==> src/rtl/irq_distributor.sv <==
module irq_distributor #(
  parameter int NCPU   = 2,
  parameter int NSRC   = 64,
  parameter int ADDR_W = 14
) (
  input  logic              clk,
  input  logic              rst_n,
  input  logic [NSRC-1:0]   src_i,
  input  logic              wr_en,
  input  logic [ADDR_W-1:0] addr,
  input  logic [31:0]       wdata,
  output logic [31:0]       rdata,
  output logic [NCPU-1:0]   irq_o,
  output logic [NCPU-1:0]   fiq_o
);
  localparam int NPRIV    = 32;
  localparam int NSHR     = NSRC - NPRIV;
  localparam int CTL_BASE = 'h100;
  localparam int CPU_BASE = 'h2000;
  localparam logic [9:0] NONE = 10'h3FF;

  logic             gen_q;
  logic [NSRC-1:0]  en_q;
  logic [NSRC-1:0]  irt_q [NCPU];
  logic [NSRC-1:0]  frt_q [NCPU];
  logic [NPRIV-1:0] msk_q [NCPU];
  logic [NSRC-1:0]  irq_v [NCPU];
  logic [NSRC-1:0]  fiq_v [NCPU];
  logic [9:0]       ack   [NCPU];
  logic [NCPU-1:0]  cpu_hit;
  logic             unused_wdata;

  wire [9:0] idx    = wdata[9:0];
  wire       set_en = wr_en && addr == ADDR_W'('h30);
  wire       clr_en = wr_en && addr == ADDR_W'('h34);
  wire       idx_shr = int'(idx) >= NPRIV && int'(idx) < NSRC;

  assign unused_wdata = ^wdata;

  always_ff @(posedge clk or negedge rst_n)
    if (!rst_n) gen_q <= 1'b0;
    else if (wr_en && addr == '0) gen_q <= wdata[0];

  always_ff @(posedge clk or negedge rst_n)
    if (!rst_n) en_q <= '0;
    else if ((set_en || clr_en) && idx_shr)
      for (int n = NPRIV; n < NSRC; n++)
        if (int'(idx) == n) en_q[n] <= set_en;

  always_ff @(posedge clk or negedge rst_n)
    if (!rst_n) begin
      for (int c = 0; c < NCPU; c++) begin
        irt_q[c] <= '0;
        frt_q[c] <= '0;
      end
    end else if (wr_en) begin
      for (int n = 0; n < NSRC; n++)
        if (int'(addr) == CTL_BASE + 4*n)
          for (int c = 0; c < NCPU; c++) begin
            irt_q[c][n] <= wdata[c];
            frt_q[c][n] <= wdata[8+c];
          end
    end

  genvar gc;
  generate
    for (gc = 0; gc < NCPU; gc++) begin : g_cpu
      assign cpu_hit[gc] = int'(addr[ADDR_W-1:8]) == (CPU_BASE >> 8) + gc;

      always_ff @(posedge clk or negedge rst_n)
        if (!rst_n) msk_q[gc] <= '1;
        else if (wr_en && cpu_hit[gc] && (addr[7:0] == 8'h48 || addr[7:0] == 8'h4C))
          for (int n = 0; n < NPRIV; n++)
            if (int'(idx) == n) msk_q[gc][n] <= (addr[7:0] == 8'h48);

      wire [NSRC-1:0] gate = {en_q[NSRC-1:NPRIV], ~msk_q[gc]};
      assign irq_v[gc] = src_i & gate & irt_q[gc];
      assign fiq_v[gc] = src_i & gate & frt_q[gc];
      assign irq_o[gc] = gen_q && |irq_v[gc];
      assign fiq_o[gc] = gen_q && |fiq_v[gc];

      always_comb begin
        ack[gc] = NONE;
        for (int n = NSRC - 1; n >= 0; n--)
          if (irq_v[gc][n]) ack[gc] = 10'(n);
      end

      a_r4_mask_private: assert property (@(posedge clk) disable iff (!rst_n)
        (wr_en && !cpu_hit[gc]) |=> $stable(msk_q[gc]));
      a_r7_ack_range: assert property (@(posedge clk) disable iff (!rst_n)
        (ack[gc] == NONE || int'(ack[gc]) < NSRC));
      a_r8_irq_has_ack: assert property (@(posedge clk) disable iff (!rst_n)
        irq_o[gc] |-> ack[gc] != NONE);
    end
  endgenerate

  always_comb begin
    rdata = '0;
    if (addr == '0) begin
      rdata[0]    = gen_q;
      rdata[11:2] = 10'(NSRC);
    end
    for (int n = 0; n < NSRC; n++)
      if (int'(addr) == CTL_BASE + 4*n)
        for (int c = 0; c < NCPU; c++) begin
          rdata[c]   = irt_q[c][n];
          rdata[8+c] = frt_q[c][n];
        end
    for (int c = 0; c < NCPU; c++)
      if (cpu_hit[c]) begin
        if (addr[7:0] == 8'h10)
          rdata = src_i[NPRIV-1:0] & (irt_q[c][NPRIV-1:0] | frt_q[c][NPRIV-1:0]);
        else if (addr[7:0] == 8'h44)
          rdata = {22'b0, ack[c]};
      end
  end

  a_r2_set_top: assert property (@(posedge clk) disable iff (!rst_n)
    (set_en && int'(idx) == NSRC - 1) |=> en_q[NSRC-1]);
  a_r2_clr_top: assert property (@(posedge clk) disable iff (!rst_n)
    (clr_en && int'(idx) == NSRC - 1) |=> !en_q[NSRC-1]);
  a_r3_oob_stable: assert property (@(posedge clk) disable iff (!rst_n)
    ((set_en || clr_en) && !idx_shr) |=> $stable(en_q));

  if (NSHR < 1) begin : g_bad
    initial $error("NSRC must exceed 32");
  end
endmodule

==> config.mk <==
export PLATFORM = sky130hd
export DESIGN_NAME = irq_distributor
export DESIGN_NICKNAME = d
export VERILOG_FILES = /design/src/rtl/irq_distributor.sv
export SDC_FILE = /design/constraint.sdc
export NUM_CORES = 1
export LEC_CHECK = 0
export BUFFER_PORTS_ARGS = -buffer_cell sky130_fd_sc_hd__buf_2
export CORE_MARGIN = 4
export CORE_UTILIZATION = 45
export CTS_BUF_LIST = sky130_fd_sc_hd__clkbuf_2
export CTS_CLUSTER_SIZE = 30
export DETAILED_ROUTE_END_ITERATION = 10
export SETUP_SLACK_MARGIN = 0.15
export SLEW_MARGIN = 30
export SYNTH_ARGS = -nofsm -noshare
export SYNTH_HDL_FRONTEND = slang
export SYNTH_SLANG_ARGS = --single-unit
==> constraint.sdc <==
create_clock -name clk -period 6.3 [get_ports clk]
set_clock_uncertainty 0.05 [all_clocks]
set_input_delay 1.26 -clock clk [delete_from_list [all_inputs] [get_ports clk]]
set_output_delay 1.26 -clock clk [all_outputs]
set_load 0.005 [all_outputs]
==> run metrics <==
RR Endpoint frt_q[5]; CTS clk-pin slew, worst paths 0.10 ns; Synth Warn # 0; antenna viol nets, final 0; Worst-Margin Slew 1.04 ns; Post-Synthesis Net Count 2541; Final Util 0.514; Synth top area share 0.320; port buffer count 126; # fillers 4814; drt wl/cell 35.8 um; All-Layer GR Usage 0.437; Initial Utilization 0.459; status complete, no violations; Post-CTS Setup Bufs 0; CTS tree yes; post-synthesis to final-layout area growth 12.0%; Crit. Startpoint en_q[32]; FMAX 161 MHz; H-tree depth 3; Worst Setup End Kind primary output; Hold EP msk_q[11]; Final Routed Wirelength 121000 um; Worst setup SP type flip-flop; R2R Path Start frt_q[5]; Die Ht 232 um; register area share after synthesis 0.394; IO Pins 149; max cap viols 0; global-route wire length before repair 168000 um; clk_lat worst skew 1.19 ns; Final HPWL DP 93000 um; CP arrival 4.89 ns; Period minus WS final 6.20 ns; Critical Path Most Common Cell o21ai_0; slowest CP cell a211oi_1; Bufs on Longest Clock Path 3; Hold Path Depth 2; site row count 81; drt first-iter violations 3463; via count 23800; cell count after synthesis 2428; cts hold-fix bufs 1; Residual DRC 0; Multi-input gate area 12900 um2; PD cells 174 nW/um2; initial antenna violation count 12; Max stage delay on crit path 0.77 ns; routability cong. 1.12; vias in the first global route 22500; Slew Viols, Final 0; Hold Crit Class reg -> reg; RSZ-0062 raised after global routing no; chip width 232 um; largest net degree at the start of global routing 155; worst reg-to-reg setup slack 5.20 ns; Peak VDD IR 128 uV; post_cts resized 0; NumNets Final 2736; core area 49300 um2; routed vias/inst 7.07; Avg Cell Area, Syn 9.31 um2; synthesized flop and latch total 353; Die ar. 53900 um2; final setup fails 0; global route overflow 0; Cell Area, Synth 22600 um2; LEAKAGE 11.2 nW; Hold Path Origin msk_q[11]; Async SR Flop Fraction 1.00; storage element area 8910 um2; Cells after DPL 3188; post-synthesis cell type count 100; Non-Filler Instances 3366; final worst-path cycle share 0.985; CP Class reg -> out; Min Hold Slack 0.458 ns; Slew headroom 0.304; CTS Sinks 353; worst path required time 4.99 ns; final hold viol count 0; synth top area cells dfrtp_1 (32%), mux2_2 (13%), dfstp_2 (7.4%), nand3_1 (4.3%), nand2_1 (4.2%); TritonRoute pass-1 iters 9; post-synth top area cell dfrtp_1; Post-synth EDFFs 0; CTS Buf Count 96; share of cells above drive strength 1 0.296; Clock Root Buffer clkbuf_2; Critical Path Fanout Max 5; Finished Cell Area 25300 um2; R2R depth 1; Fin Setup TNS 0 ns; Placed Area 24400 um2; CP Cell Sequence nand3_1 > a32oi_1 > o2111ai_1 > a21oi_1 > o21ai_0 > a211oi_1 > o21ai_0 > a31o_1 > buf_2; commonest register cell after synthesis dfrtp_1
==> cell usage after synthesis, types with 11 or more instances <==
| master | number |
|---|---|
| o2111ai_1 | 15 |
| and3b_1 | 24 |
| o311ai_0 | 26 |
| dfrtp_1 | 289 |
| nor4_1 | 23 |
| nand3_1 | 192 |
| nor3_1 | 53 |
| nand2_1 | 252 |
| dfstp_2 | 64 |
| nor2b_1 | 23 |
| o32ai_1 | 13 |
| and3_1 | 26 |
| nor2_1 | 164 |
| a32oi_1 | 20 |
| nand2b_1 | 19 |
| mux2_2 | 259 |
| inv_1 | 24 |
| o22ai_1 | 30 |
| o31ai_1 | 75 |
| clkbuf_1 | 88 |
| o21ai_0 | 171 |
| a221oi_1 | 13 |
| a22oi_1 | 27 |
| buf_4 | 15 |
| buf_2 | 36 |
| buf_6 | 11 |
| a211oi_1 | 12 |
| a31oi_1 | 24 |
| nand4_1 | 67 |
| o211ai_1 | 16 |
| nand3b_1 | 79 |
| a21oi_1 | 65 |
==> layer usage <==
| metal | GRT usage | part of all wire |
|---|---|---|
| met1 | 0.565 | 0.38 |
| met2 | 0.648 | 0.43 |
| met3 | 0.133 | 0.12 |
| met4 | 0.254 | 0.074 |
| met5 | 0 | 0.00025 |
==> report_power, final <==
| part | switching [mW] | internal, mW |
|---|---|---|
| clock network | 1.05 | 0.681 |
| logic | 0.308 | 0.0932 |
| registers | 0.00303 | 2.27 |
==> cells by family after synthesis <==
group	synth area share
buf+inv	0.0387
simple gates	0.249
mux	0.136
compound gates	0.182
flops	0.394
==> worst max-delay path: cells and delay by family (launching register included) <==
kind / cells / cell delay, ns
AO/OA/AOI/OAI: 7 / 2.69
buffers and inverters: 1 / 0.13
flip-flops: 1 / 0.54
AND/OR/NAND/NOR: 1 / 0.33
==> worst max-delay path by stage <==
| stage | endpoint | slack (ns) | depth (start not counted) |
|---|---|---|---|
| final | rdata[0] | 0.1 | 9 |
| after detailed placement | rdata[1] | 0.32 | 9 |
| after global routing | rdata[9] | 0.19 | 13 |
| after global placement | rdata[9] | 0.33 | 12 |
| after floorplan | rdata[1] | 1.70 | 10 |
| after CTS | rdata[1] | 0.31 | 9 |
==> layout make-up <==
type | instances | share of cell area
Tap cell | 664 | 0.0328
Inverter | 24 | 0.00356
Antenna cell | 8 | 0.000791
Timing Repair Buffer | 254 | 0.0670
Multi-Input combinational cell | 1894 | 0.509
Clock inverter | 29 | 0.00707
Sequential cell | 353 | 0.352
Clock buffer | 140 | 0.0277
==> stage by stage <==
stage	setup WS (ns)	power, mW
2_1_floorplan	1.70	2.47
4_1_cts	0.312	4.41
6_report	0.0969	4.41
3_5_place_dp	0.321	2.70
3_3_place_gp	0.330	2.69
5_1_grt	0.192	4.57
==> cells in the final DEF (no fill, tap or decap), types with 75 or more instances in the layout <==
cell      count
nand2_1     250
clkbuf_2    140
nand3_1     192
dfrtp_1     289
mux2_2      259
o31ai_1      75
nor2_1      163
buf_2       125
o21ai_0     171
nand3b_1     79
buf_4       119
==> registers in the layout, summed over array words and instances, names as in the netlist <==
signal	cells
gen_q	1
en_q	32
msk_q	64
irt_q	128
frt_q	128
Note: power is estimated with default switching activity, not from simulation.
